$ cat config.mk
export PLATFORM = sky130hd
export DESIGN_NAME = spis_slave
export DESIGN_NICKNAME = d
export VERILOG_FILES = /design/src/rtl/spis_pkg.sv /design/src/rtl/spis_sync.sv /design/src/rtl/spis_edges.sv /design/src/rtl/spis_shift.sv /design/src/rtl/spis_slave.sv
export SDC_FILE = /design/constraint.sdc
export NUM_CORES = 1
export LEC_CHECK = 0
export ABC_AREA = 1
export BUFFER_PORTS_ARGS = -buffer_cell sky130_fd_sc_hd__buf_4
export CAP_MARGIN = 20
export CORE_ASPECT_RATIO = 2
export CORE_MARGIN = 5
export CORE_UTILIZATION = 35
export CTS_CLUSTER_SIZE = 20
export DETAILED_ROUTE_END_ITERATION = 16
export GPL_TIMING_DRIVEN = 0
export SYNTH_ARGS = -nofsm -noshare
export SYNTH_HDL_FRONTEND = slang
export SYNTH_SLANG_ARGS = --single-unit
export TNS_END_PERCENT = 1
$ cat constraint.sdc
create_clock -name clk -period 2.9 [get_ports clk]
set_clock_uncertainty 0.15 [all_clocks]
set_input_delay 0.145 -clock clk [delete_from_list [all_inputs] [get_ports clk]]
set_output_delay 0.145 -clock clk [all_outputs]
set_load 0.02 [all_outputs]
$ cat src/rtl/spis_pkg.sv
package spis_pkg;
   typedef struct packed {
      logic sck;
      logic ss_n;
      logic sdi;
   } spis_pins_t;

   typedef struct packed {
      logic lead;     // idle-to-active edge
      logic trail;    // active-to-idle edge
      logic ss_fall;  // select asserted
   } spis_edges_t;
endpackage

$ cat src/rtl/spis_sync.sv
module spis_sync #(
   parameter int               WIDTH   = 3,
   parameter int               STAGES  = 2,
   parameter logic [WIDTH-1:0] RST_VAL = '0
) (
   input  logic             clk,
   input  logic             rst_n,
   input  logic [WIDTH-1:0] d,
   output logic [WIDTH-1:0] q
);
   generate
      if (STAGES < 2) begin : g_bad_stages
         $error("spis_sync: STAGES must be at least 2");
      end
      for (genvar b = 0; b < WIDTH; b++) begin : g_bit
         logic [STAGES-1:0] chain;
         always_ff @(posedge clk or negedge rst_n) begin
            if (!rst_n) chain <= {STAGES{RST_VAL[b]}};
            else        chain <= {chain[STAGES-2:0], d[b]};
         end
         assign q[b] = chain[STAGES-1];
      end
   endgenerate
endmodule

$ cat src/rtl/spis_edges.sv
module spis_edges
   import spis_pkg::*;
(
   input  logic        clk,
   input  logic        rst_n,
   input  spis_pins_t  pins_s,
   input  logic        ckp,
   output spis_edges_t edges
);
   logic lvl, lvl_q, ss_q;

   assign lvl = pins_s.sck ^ ckp;   // 1 while in the active phase

   always_ff @(posedge clk or negedge rst_n) begin
      if (!rst_n) begin
         lvl_q <= 1'b0;
         ss_q  <= 1'b1;
      end else begin
         lvl_q <= lvl;
         ss_q  <= pins_s.ss_n;
      end
   end

   assign edges.lead    = lvl & ~lvl_q;
   assign edges.trail   = ~lvl & lvl_q;
   assign edges.ss_fall = ~pins_s.ss_n & ss_q;
endmodule

$ cat src/rtl/spis_shift.sv
module spis_shift
   import spis_pkg::*;
#(
   parameter int DATA_W = 8,
   localparam int CNT_W = $clog2(DATA_W)
) (
   input  logic              clk,
   input  logic              rst_n,
   input  logic              en,
   input  logic              cke,
   input  logic              sel_ctrl,
   input  spis_pins_t        pins_s,
   input  spis_edges_t       edges,
   input  logic              tx_wr,
   input  logic [DATA_W-1:0] tx_data,
   input  logic              rx_rd,
   input  logic              irq_clr,
   input  logic              err_clr,
   output logic              sdo_bit,
   output logic [DATA_W-1:0] rx_data,
   output logic              irq,
   output logic              wcol,
   output logic              ovf
);
   logic [CNT_W-1:0]  cnt;
   logic [DATA_W-1:0] shreg;
   logic              rx_full;
   logic              hold, samp, drive, busy, last, done, wr_ok, collide;

   assign hold    = ~en | (sel_ctrl & pins_s.ss_n);
   assign samp    = ~hold & (cke ? edges.lead  : edges.trail);
   assign drive   = ~hold & (cke ? edges.trail : edges.lead);
   assign busy    = (cnt != '0);
   assign last    = (cnt == CNT_W'(DATA_W - 1));
   assign done    = samp & last;
   assign wr_ok   = tx_wr & ~busy & ~samp;
   assign collide = tx_wr & ~wr_ok;

   always_ff @(posedge clk or negedge rst_n) begin
      if (!rst_n) begin
         cnt     <= '0;
         shreg   <= '0;
         sdo_bit <= 1'b0;
         rx_data <= '0;
         rx_full <= 1'b0;
         irq     <= 1'b0;
         wcol    <= 1'b0;
         ovf     <= 1'b0;
      end else begin
         if (hold)      cnt <= '0;
         else if (samp) cnt <= last ? '0 : cnt + CNT_W'(1);

         if (samp)       shreg <= {shreg[DATA_W-2:0], pins_s.sdi};
         else if (wr_ok) shreg <= tx_data;

         if (wr_ok)      sdo_bit <= tx_data[DATA_W-1];
         else if (drive) sdo_bit <= shreg[DATA_W-1];
         else if (cke && sel_ctrl && en && edges.ss_fall)
                         sdo_bit <= shreg[DATA_W-1];

         if (done) rx_data <= {shreg[DATA_W-2:0], pins_s.sdi};

         if (done)       rx_full <= 1'b1;
         else if (rx_rd) rx_full <= 1'b0;

         if (done)         irq <= 1'b1;
         else if (irq_clr) irq <= 1'b0;

         if (collide)      wcol <= 1'b1;
         else if (err_clr) wcol <= 1'b0;

         if (done && rx_full && !rx_rd) ovf <= 1'b1;
         else if (err_clr)              ovf <= 1'b0;
      end
   end

   assert_hold_clears_count_R6: assert property (@(posedge clk) disable iff (!rst_n)
      hold |=> (cnt == '0));
   assert_done_sets_irq_R1: assert property (@(posedge clk) disable iff (!rst_n)
      done |=> irq);
   assert_irq_sticky_R10: assert property (@(posedge clk) disable iff (!rst_n)
      (irq && !irq_clr) |=> irq);
   assert_busy_write_flags_R8: assert property (@(posedge clk) disable iff (!rst_n)
      (tx_wr && busy) |=> wcol);
   assert_unread_word_flags_R9: assert property (@(posedge clk) disable iff (!rst_n)
      (done && rx_full && !rx_rd) |=> ovf);
endmodule

$ cat src/rtl/spis_slave.sv
module spis_slave
   import spis_pkg::*;
#(
   parameter int DATA_W      = 8,
   parameter int SYNC_STAGES = 2
) (
   input  logic              clk,
   input  logic              rst_n,
   input  logic              en,
   input  logic              ckp,
   input  logic              cke,
   input  logic              sel_ctrl,
   input  logic              sck_i,
   input  logic              ss_n_i,
   input  logic              sdi_i,
   output logic              sdo_o,
   output logic              sdo_oe,
   input  logic              tx_wr,
   input  logic [DATA_W-1:0] tx_data,
   input  logic              rx_rd,
   output logic [DATA_W-1:0] rx_data,
   output logic              irq,
   input  logic              irq_clr,
   input  logic              err_clr,
   output logic              wcol,
   output logic              ovf
);
   localparam int PIN_W = $bits(spis_pins_t);

   generate
      if (DATA_W < 2) begin : g_bad_width
         $error("spis_slave: DATA_W must be at least 2");
      end
   endgenerate

   spis_pins_t  pins_raw, pins_s;
   spis_edges_t edges;
   logic        sdo_bit;

   assign pins_raw = '{sck: sck_i, ss_n: ss_n_i, sdi: sdi_i};

   spis_sync #(
      .WIDTH  (PIN_W),
      .STAGES (SYNC_STAGES),
      .RST_VAL(PIN_W'(3'b010))
   ) u_sync (
      .clk  (clk),
      .rst_n(rst_n),
      .d    (pins_raw),
      .q    (pins_s)
   );

   spis_edges u_edges (
      .clk   (clk),
      .rst_n (rst_n),
      .pins_s(pins_s),
      .ckp   (ckp),
      .edges (edges)
   );

   spis_shift #(.DATA_W(DATA_W)) u_shift (
      .clk     (clk),
      .rst_n   (rst_n),
      .en      (en),
      .cke     (cke),
      .sel_ctrl(sel_ctrl),
      .pins_s  (pins_s),
      .edges   (edges),
      .tx_wr   (tx_wr),
      .tx_data (tx_data),
      .rx_rd   (rx_rd),
      .irq_clr (irq_clr),
      .err_clr (err_clr),
      .sdo_bit (sdo_bit),
      .rx_data (rx_data),
      .irq     (irq),
      .wcol    (wcol),
      .ovf     (ovf)
   );

   // Output enable follows the raw select pin so release needs no clock edge.
   assign sdo_oe = en & (~sel_ctrl | ~ss_n_i);
   assign sdo_o  = sdo_bit;

   assert_cke_needs_select_R11: assert property (@(posedge clk) disable iff (!rst_n)
      (en && cke) |-> sel_ctrl);
endmodule

==> impl_summary.txt, run 1 <==
----------------------------------------------------
[Timing]
  Achievable clock frequency ... 0.508 GHz
  Setup TNS ... 0 ps
  Worst setup margin ... 931 ps
  Final setup fails ... 0
  Slew at the pin with the worst max-slew slack ... 655 ps
  Tightest hold margin ... 8.89 ps
  Final-report hold violation count ... 0
  Final critical-path share of the clock period ... 67.9%
  Crit path time final ... 1970 ps
  Final number of max-transition violations ... 0
  Worst-case headroom to the max-slew limit ... 56.2%
  Unrepaired setup endpoints after global routing ... false

[Clocking]
  Hold buffer count at cts ... 16
  Clock-pin slew of the registers on the worst-case setup and hold paths ... 70 ps
  Post-CTS setup repair buffer count ... 0
  PostCTS Resize Cnt ... 0
  TritonCTS clock tree ... built
  Number of buffers added by the clock tree synthesis step ... 5
  Clock Tree Root ... clkbuf_8
  Clock tree buffer depth ... 2
  CTS H-tree depth ... 2
  Clock latency at the later pin of the worst-skew pair ... 290 ps
  Clock sink total ... 32

[Detailed routing]
  Number of DRC markers in iteration 0 ... 25
  Post-DRT Antenna Nets ... 0
  DRC violations left ... 0
  First-pass iteration count of the detailed router ... 4
  Drt wl/cell ... 11.5 um
  Overall routed net length ... 2990 um
  Vias per std cell ... 4.53
  Total via count after detailed routing ... 1173

[Setup path]
  Sort of element at the end of the critical path ... flop
  Data required time at the worst endpoint ... 2920 ps
  Critical path, cell by cell ... inv_1, ha_1, nand2_1, nor2_1, inv_1, nand2_1, o211ai_1
  Reg-to-reg critical path endpoint ... u_shift.shreg[2]
  Worst reg-to-reg path cell count ... 7
  Biggest cell delay along the critical path ... 500 ps
  Maximum fanout along the worst path ... 10
  Crit Reg-Reg Startpoint ... u_shift.cnt[0]
  Critical setup path kind ... flop to flop
  Minimum setup slack among reg-to-reg paths ... 930 ps
  Worst setup SP type ... flop
  Standard cell with the maximum stage delay on the critical path ... nor2_1
  Critical Path AT ... 1990 ps

[Yosys]
  Dominant register cell in the synthesized netlist ... dfrtp_1
  Synthesized instance count ... 150
  Largest area contributor in the synthesized netlist ... dfrtp_1
  Cell area after synthesis ... 1420 um^2
  Share of the synthesized area in the top cell type ... 51.0%
  Share of flip-flops with an asynchronous set or reset ... 100%
  Flip-flop and latch count after synthesis ... 32
  Synth top area cells ... dfrtp_1 (51%), nand2_1 (11%), nand3_1 (9.5%)
  Synthesized netlist net count ... 174
  Sequential-to-total area share from yosys stat ... 56.5%
  Count of cell types in the netlist ... 25
  Post-Syn Area per Cell ... 9.49 um^2
  Number of enable flip-flop cells after synthesis ... 0
  Number of warnings issued by yosys ... 0

[Floorplanning]
  Die ar. ... 5520 um^2
  Initial core utilization ... 35.6%
  Core region area ... 4010 um^2
  I/O pins ... 34
  Row cnt ... 33
  Die X ... 55.1 um
  Die Height ... 100 um

[Worst hold path]
  Hold endpoint ... u_shift.shreg[7]
  Hold Startpoint ... tx_data[7]
  Cell depth of the worst min-delay path ... 3
  Class of the tightest hold or removal check ... input pin to flop

[Pwr]
  Worst voltage drop across the vdd grid ... 0.000336 V
  Power per standard cell area ... 566 nW/um^2
  Overall power consumption ... 1.15 mW
  Portion of total power attributed to sequential cells ... 44.7%
  Switching share of total power ... 24.1%
  NetSw ... 0.276 mW
  Static leakage ... 1.04 nW
  Clock share of power ... 40.3%
  Proportion of power drawn by combinational gates ... 15.0%
  Int Pwr ... 0.869 mW

[Finish]
  Syn-to-layout area delta ... 42.1%
  Layout cell share with drive strength beyond 1 ... 28.5%
  Fin cells ... 259
  Commonest cells after routing, fill and taps aside ... nand2_1 (41), buf_4 (34), dfrtp_1 (29), nand3_1 (27)
  Final cell area excluding filler cells ... 2020 um^2
  Commonest non-fill, non-tap cell in the layout ... nand2_1
  Antenna fix cells ... 0
  Number of nets in the final layout ... 230
  Final core occ ... 50.5%

[Placed design]
  Placed Cells incl. Taps ... 235
  Number of buffer cells added on primary ports ... 33
  Placement Cell Area ... 1740 um^2
  Half-perimeter wire length of the detailed placement result ... 2180 um
  Final weighted congestion of routability-driven global placement ... 0.834
  Place WS ... 933 ps

[Global route]
  Wire length of the first global-routing pass ... 5510 um
  Grt ovf ... 0
  Number of antenna violations at the first check in global routing ... 0
  Overall routing resource usage ... 13.4%
  Via count of the first global-routing pass ... 1245
  Largest net degree at the start of global routing ... 33

[Job]
  Max-capacitance violation count ... 0

[Run status]
  Outcome ... completed

----------------------------------------------------
registers in the layout (all words and copies together), names as in the netlist:
| register | flops |
|---|---|
| u_shift.rx_data | 8 |
| u_shift.shreg | 8 |
| u_sync.g_bit.chain | 6 |
| u_shift.cnt | 3 |
| u_edges.lvl_q | 1 |
| u_edges.ss_q | 1 |
| u_shift.irq | 1 |
| u_shift.ovf | 1 |
| u_shift.rx_full | 1 |
| u_shift.sdo_bit | 1 |
| u_shift.wcol | 1 |
final cells by class:
class                           count  area, um^2
Fill cell                         372        1980
Sequential cell                    32         805
Multi-Input combinational cell     95         519
Timing Repair Buffer               49         408
Clock buffer                        7        96.3
Inverter                           19        71.3
Tap cell                           52        65.1
Clock inverter                      1        30.0
Buffer                              4        28.8
routing by layer:
metal	GRT usage, %	vias to the layer above	wire length, um
li1	-	600	-
met4	5.43	0	59
met1	17.4	527	1290
met2	20.6	41	1450
met3	3.71	5	186
met5	0	-	0
critical path, delay by kind of cell, from the launching register on:
family | cells | cell delay, ps
and+or+nand+nor | 3 | 720
adders and majority gates | 1 | 140
AOI/OAI and AO/OA | 1 | 90
DFF | 1 | 410
buffers and inverters | 2 | 350
power groups by stage:
| stage | combinational [mW] | sequential (mW) | clock (mW) |
|---|---|---|---|
| after detailed placement | 0.157 | 0.519 | 0 |
| after floorplan | 0.0841 | 0.522 | 0 |
| final | 0.172 | 0.511 | 0.462 |
| after global placement | 0.154 | 0.517 | 0 |
| after CTS | 0.175 | 0.511 | 0.476 |
| after global routing | 0.197 | 0.517 | 0.495 |
kinds of logic (layout without fill, tap and decap cells):
group           after synthesis  after routing  share of synthesized area, %
simple gates                 77             77                          25.7
compound gates               15             15                          8.17
flops                        32             32                          56.5
fa+ha+maj                     3              3                          2.64
buf+inv                      23             80                          7.03
synth_stat cells (2+ instances only):
master,instances
o21ai_1,2
dfstp_2,3
inv_1,16
o21ai_2,2
buf_2,2
ha_1,3
dfrtp_1,29
nand4_1,2
nor2_1,2
o211ai_1,5
o21ai_0,2
inv_2,3
nand2_1,41
nand3_1,27
worst max-delay path by stage:
stage	from	endpoint	slack, ps	depth (start not counted)
6_report	u_shift.cnt[0]	u_shift.shreg[2]	930	7
5_1_grt	u_shift.cnt[0]	u_shift.shreg[2]	730	7
4_1_cts	u_shift.cnt[0]	u_shift.shreg[2]	920	7
3_5_place_dp	u_shift.cnt[0]	u_shift.shreg[5]	930	7
3_3_place_gp	u_shift.cnt[0]	u_shift.shreg[2]	940	7
2_1_floorplan	u_shift.cnt[0]	u_shift.shreg[5]	1290	7
(Power assumes the default switching activity.)
==> run 2: changes to the inputs <==
- ABC_AREA: 1 -> 0
- clock period: 2.9 -> 1.6 ns (I/O delays scaled with it)
==> run 2 against run 1 <==
Against the previous run:
- count of clock-buffer cells in the layout is the same
- via count shrank 11%
- the run now ends with negative setup slack left
- clock power grew 82%
- register-to-register slack lost 1100 ps
- sequential cell count is the same
- fmax grew 8.3%
- sequential power grew 82%
- largest power group unchanged
- largest cell class unchanged
- highest routed layer unchanged
- critical endpoint is now u_shift.rx_data[6]
- cell count shrank 14%
==> impl_summary.txt, run 2 <==
----------------------------------------------------
[Run status]
  Outcome ... finished, violations left
  Violations in the final reports ... negative setup slack

[Floorplanning]
  Initial core utilization ... 36.3%
  I/O pins ... 34
  Core region area ... 3880 um^2
  Die ar. ... 5480 um^2
  Row cnt ... 32
  Die X ... 54.9 um
  Die Height ... 99.8 um

[Yosys]
  Cell with the most instances after synthesis ... dfrtp_1
  Post-Syn Area per Cell ... 12.8 um^2
  Share of the synthesized area in the top cell type ... 51.4%
  Number of warnings issued by yosys ... 0
  Synthesized netlist net count ... 134
  List of most frequent post-synthesis cells ... dfrtp_1 (29), a21oi_1 (11), mux2i_1 (8), nor3_1 (8)
  Number of enable flip-flop cells after synthesis ... 0
  Synth top area cells ... dfrtp_1 (51%), mux2_4 (7.4%), mux2i_1 (5.7%)
  Share of flip-flops with an asynchronous set or reset ... 100%
  Flip-flop and latch count after synthesis ... 32
  Synthesized instance count ... 110
  Cell area after synthesis ... 1410 um^2
  Sequential-to-total area share from yosys stat ... 57.0%
  Largest area contributor in the synthesized netlist ... dfrtp_1
  Count of cell types in the netlist ... 33
  Dominant register cell in the synthesized netlist ... dfrtp_1

[Pwr]
  Worst voltage drop across the vdd grid ... 0.000582 V
  Static leakage ... 1.00 nW
  Power per standard cell area ... 1000 nW/um^2

[Finish]
  Number of nets in the final layout ... 194
  Antenna fix cells ... 0
  Registers with the most flip-flops ... u_shift.rx_data x8, u_shift.shreg x8, u_sync.g_bit.chain x6
  Syn-to-layout area delta ... 47.3%
  Commonest non-fill, non-tap cell in the layout ... buf_4
  Filler Cell Count ... 369
  Final cell area excluding filler cells ... 2080 um^2
  Layout cell share with drive strength beyond 1 ... 39.8%
  Commonest cells after routing, fill and taps aside ... buf_4 (39), dfrtp_1 (29), dlygate4sd3_1 (16), a21oi_1 (11)

[Detailed routing]
  Vias per std cell ... 4.71
  Overall routed net length ... 3050 um
  Drt wl/cell ... 13.8 um
  Post-DRT Antenna Nets ... 0
  DRC violations left ... 0
  Number of DRC markers in iteration 0 ... 17
  Total via count after detailed routing ... 1046
  First-pass iteration count of the detailed router ... 4

[Placed design]
  Half-perimeter wire length of the detailed placement result ... 2130 um
  Place WS ... -395 ps
  Placement Cell Area ... 1720 um^2
  Number of buffer cells added on primary ports ... 33
  Final weighted congestion of routability-driven global placement ... 0.776

[Timing]
  Achievable clock frequency ... 0.550 GHz
  Final number of max-transition violations ... 0
  Final-report hold violation count ... 0
  Worst setup margin ... -218 ps
  Worst-case headroom to the max-slew limit ... 70.2%
  Slew at the pin with the worst max-slew slack ... 446 ps
  Unrepaired setup endpoints after global routing ... true
  Setup TNS ... -2960 ps
  Final setup fails ... 22
  Final critical-path share of the clock period ... 114%
  Crit path time final ... 1820 ps

[Clocking]
  Clock latency at the later pin of the worst-skew pair ... 280 ps
  Clock sink total ... 32
  CTS H-tree depth ... 2
  Clock tree buffer depth ... 2
  Number of buffers added by the clock tree synthesis step ... 5
  Clock Tree Root ... clkbuf_8
  TritonCTS clock tree ... built
  Clock-pin slew of the registers on the worst-case setup and hold paths ... 70 ps

[Setup path]
  Data required time at the worst endpoint ... 1610 ps
  Worst setup SP type ... flop
  Sort of element at the end of the critical path ... flop
  Critical setup path kind ... flop to flop
  Critical Path AT ... 1830 ps
  Maximum fanout along the worst path ... 10

[Global route]
  Overall routing resource usage ... 12.9%
  Grt ovf ... 0
  Wire length of the first global-routing pass ... 5120 um
  Largest net degree at the start of global routing ... 33
  Number of antenna violations at the first check in global routing ... 0
  Via count of the first global-routing pass ... 1108

[Job]
  Max-capacitance violation count ... 0

[Worst hold path]
  Class of the tightest hold or removal check ... input pin to flop

----------------------------------------------------
[run 2: path summary, 6_finish.rpt]
check,to,start,slack (ps),cells after the start
min,u_shift.sdo_bit,cke,90,4
max in group asynchronous,u_sync.g_bit[1].chain[0],rst_n,850,2
min reg2reg,u_sync.g_bit[2].chain[1],u_sync.g_bit[2].chain[0],200,0
min in group asynchronous,u_shift.rx_data[7],rst_n,120,2
max reg2reg,u_shift.rx_data[6],u_sync.g_bit[2].chain[1],-220,5
max,u_shift.rx_data[6],u_sync.g_bit[2].chain[1],-220,5
[run 2: cells by family after synthesis]
group                    share of synthesized area, %
AO/OA/AOI/OAI                                    9.84
XOR/XNOR                                         1.15
adder cells (fa/ha/maj)                          2.66
buffers and inverters                            3.01
flip-flops                                       57.0
multiplexers                                     15.7
AND/OR/NAND/NOR                                  10.6
[run 2: area by class of cell]
type                            instances  area (um^2)  share of cell area (%)
Inverter                                5         18.8                   0.903
Tap cell                               51         63.8                    3.07
Sequential cell                        32          805                    38.7
Clock inverter                          1         30.0                    1.44
Clock buffer                            7         96.3                    4.63
Timing Repair Buffer                   54          445                    21.4
Multi-Input combinational cell         69          598                    28.8
Buffer                                  3         22.5                    1.08
[run 2: critical path, stage by stage, from the launching register on]
cell	delay [ps]
dfrtp_1	420
xor2_4	230
mux2i_4	290
nand3_2	120
buf_6	190
mux2_4	300
[run 2: repair_timing]
item / CTS / global route
resized for setup: 3 / 3
hold buffers: 16 / 0
endpoints found under the setup margin: 24 / 24
pin swaps: 2 / 3
buffers inserted: 5 / 0
hold endpoints to repair: 48 / 0
[run 2: layer usage]
| metal | GRT usage [%] | up-vias | part of all wire (%) |
|---|---|---|---|
| met3 | 3.12 | 5 | 4.6 |
| li1 | - | 510 | - |
| met1 | 14.2 | 505 | 39 |
| met2 | 21.9 | 26 | 55 |
| met4 | 6.18 | 0 | 1.4 |
| met5 | 0 | - | 0 |
[run 2: where the power goes]
part / total [mW] / internal, mW / switching [mW]
registers: 0.930 / 0.880 / 0.0499
clock network: 0.840 / 0.549 / 0.291
logic: 0.318 / 0.172 / 0.146
[run 2: metrics by stage]
step	power [mW]	instances	utilization, %	hold WS, ps
after floorplan	1.08	110	-	-366
after global placement	1.19	194	44.4	-113
after detailed placement	1.20	194	44.4	-106
after CTS	2.11	222	53.2	86.4
after global routing	2.20	222	53.5	128
final	2.09	222	53.5	90.3
==> run 3: changes to the inputs <==
- CORE_MARGIN: 5 -> 8
- HOLD_SLACK_MARGIN: unset -> 0.1
==> run 3 against run 2 <==
Against the previous run:
- the run still ends with negative setup slack left
- count of clock-buffer cells in the layout shrank 1
- register-to-register slack barely moved
- via count is 3.9% higher
- clock power fell by 9.9%
- final area rose by 0.78%
- die area is 18% higher
- power down 3.9%
- utilization up 0.42 points
- cell count rose by 1.4%
- sequential share of layout area decreased by 0.30 points
- sequential cell count did not move
==> impl_summary.txt, run 3 (synthesized netlist as in run 2, its figures left out) <==
----------------------------------------------------
[Run status]
  Outcome ... finished, violations left
  Violations in the final reports ... negative setup slack

[Floorplanning]
  Die ar. ... 6440 um^2
  Initial core utilization ... 36.3%
  Core region area ... 3880 um^2
  Die X ... 60.9 um
  Row cnt ... 32
  Die Height ... 106 um
  I/O pins ... 34

[Finish]
  Sequential Area ... 805 um^2
  Layout cell share with drive strength beyond 1 ... 40.2%
  Commonest cells after routing, fill and taps aside ... buf_4 (40), dfrtp_1 (29), dlygate4sd3_1 (17), a21oi_1 (11)
  Multi-input gate area ... 604 um^2
  Final core occ ... 54.0%
  Number of nets in the final layout ... 197
  Filler Cell Count ... 356
  Registers with the most flip-flops ... u_shift.rx_data x8, u_shift.shreg x8, u_sync.g_bit.chain x6
  Syn-to-layout area delta ... 48.5%
  Antenna fix cells ... 0
  Commonest non-fill, non-tap cell in the layout ... buf_4

[Detailed routing]
  DRC violations left ... 0
  Number of DRC markers in iteration 0 ... 18
  Post-DRT Antenna Nets ... 0
  Total via count after detailed routing ... 1087
  Overall routed net length ... 3240 um
  Drt wl/cell ... 14.4 um
  Vias per std cell ... 4.83
  First-pass iteration count of the detailed router ... 4

[Setup path]
  Critical setup path kind ... flop to flop
  Minimum setup slack among reg-to-reg paths ... -220 ps
  Data required time at the worst endpoint ... 1620 ps
  Sort of element at the end of the critical path ... flop
  Critical Path AT ... 1840 ps
  Worst setup SP type ... flop
  Buffer and inverter count on the worst path ... 1
  Critical path, cell by cell ... xor2_4, mux2i_4, nand3_2, buf_8, mux2_4
  Biggest cell delay along the critical path ... 420 ps
  Maximum fanout along the worst path ... 8
  Worst reg-to-reg path cell count ... 5
  Launching instance or port of the critical path ... u_sync.g_bit[2].chain[1]
  Reg-to-reg critical path endpoint ... u_shift.rx_data[4]
  Standard cell with the maximum stage delay on the critical path ... dfrtp_1
  Kind of cell with the highest combined delay on the critical path ... multiplexers
  Crit Reg-Reg Startpoint ... u_sync.g_bit[2].chain[1]

[Worst hold path]
  Cell depth of the worst min-delay path ... 3
  Hold endpoint ... u_edges.lvl_q
  Class of the tightest hold or removal check ... input pin to flop
  Hold Startpoint ... ckp

[Timing]
  Worst-case headroom to the max-slew limit ... 64.8%
  Worst setup margin ... -220 ps
  Final number of max-transition violations ... 0
  Achievable clock frequency ... 0.549 GHz
  Crit path time final ... 1820 ps
  Final critical-path share of the clock period ... 114%
  Final-report hold violation count ... 0
  Final setup fails ... 24
  Unrepaired setup endpoints after global routing ... true
  Slew at the pin with the worst max-slew slack ... 524 ps

[Global route]
  Wire length of the first global-routing pass ... 5530 um
  Via count of the first global-routing pass ... 1195
  Largest net degree at the start of global routing ... 33
  Overall routing resource usage ... 11.2%
  Number of antenna violations at the first check in global routing ... 0
  Grt ovf ... 0

[Placed design]
  Final weighted congestion of routability-driven global placement ... 0.743
  Number of buffer cells added on primary ports ... 33
  Half-perimeter wire length of the detailed placement result ... 2240 um

[Pwr]
  Clock share of power ... 37.7%
  Power per standard cell area ... 958 nW/um^2
  Overall power consumption ... 2.01 mW
  Portion of total power attributed to sequential cells ... 46.3%
  Switching share of total power ... 24.5%
  Static leakage ... 1.01 nW
  Proportion of power drawn by combinational gates ... 15.9%
  Worst voltage drop across the vdd grid ... 0.000721 V
  NetSw ... 0.492 mW
  Int Pwr ... 1.51 mW

[Clocking]
  Clock latency at the later pin of the worst-skew pair ... 280 ps
  Hold buffer count at cts ... 17
  TritonCTS clock tree ... built
  Clock sink total ... 32
  Number of buffers added by the clock tree synthesis step ... 5
  Clock-pin slew of the registers on the worst-case setup and hold paths ... 70 ps
  Clock Tree Root ... clkbuf_8
  CTS H-tree depth ... 2
  Clock tree buffer depth ... 2

[Job]
  Max-capacitance violation count ... 0

----------------------------------------------------
## run 3: changes by cell type in the layout (fill, tap and decap cells not counted), sizes merged
cell         delta
clkinv          +1
dlygate4sd3     +1
buf             +1
## run 3: timing repair
item / CTS / global route
cloned: 0 / 0
endpoints found under the setup margin: 24 / 24
buffers inserted: 7 / 0
pin swaps: 5 / 1
gates resized for setup: 4 / 4
hold endpoints to repair: 49 / 1
## run 3: power groups by stage
stage / Combinational (mW) / Clock (mW) / Sequential (mW)
finish: 0.320 / 0.757 / 0.930
global route: 0.348 / 0.810 / 0.940
CTS: 0.317 / 0.779 / 0.930
detailed placement: 0.258 / 0 / 0.945
global placement: 0.253 / 0 / 0.940
floorplan: 0.142 / 0 / 0.941
## run 3: worst reg2reg max path: stages (launching register included)
cell and delay, ps:
dfrtp_1 420, xor2_4 240, mux2i_4 290, nand3_2 120, buf_8 190, mux2_4 290
## run 3: area by class of cell
type / count / area share, %
Buffer: 3 / 1.25
Clock buffer: 6 / 3.46
Clock inverter: 2 / 1.67
Inverter: 5 / 0.896
Multi-Input combinational cell: 69 / 28.8
Sequential cell: 32 / 38.4
Tap cell: 51 / 3.04
Timing Repair Buffer: 57 / 22.4
## run 3: metrics by stage
stage	hold slack, ps	setup WS, ps	area (um^2)	TNS (ps)	cells
floorplan	-366	-204	1410	-1750	110
global placement	-112	-381	1720	-6060	194
detailed placement	-103	-401	1720	-6540	194
CTS	8.03	-267	2080	-4630	225
global route	29.6	-303	2100	-5510	225
finish	32.2	-220	2100	-3410	225
## run 3: worst max-delay path by stage
stage | to | cells past startpoint
floorplan | u_shift.rx_data[0] | 5
global placement | u_shift.rx_data[0] | 5
detailed placement | u_shift.rx_data[0] | 5
CTS | u_shift.rx_data[4] | 5
global route | u_shift.rx_data[4] | 5
finish | u_shift.rx_data[4] | 5
## run 3: layer usage
layer / global-route usage, % / wire length [um] / vias up
li1: - / - / 514
met3: 3.05 / 136 / 8
met4: 5.04 / 70 / 0
met2: 19.6 / 1770 / 26
met5: 0 / 0 / -
met1: 11.6 / 1270 / 539
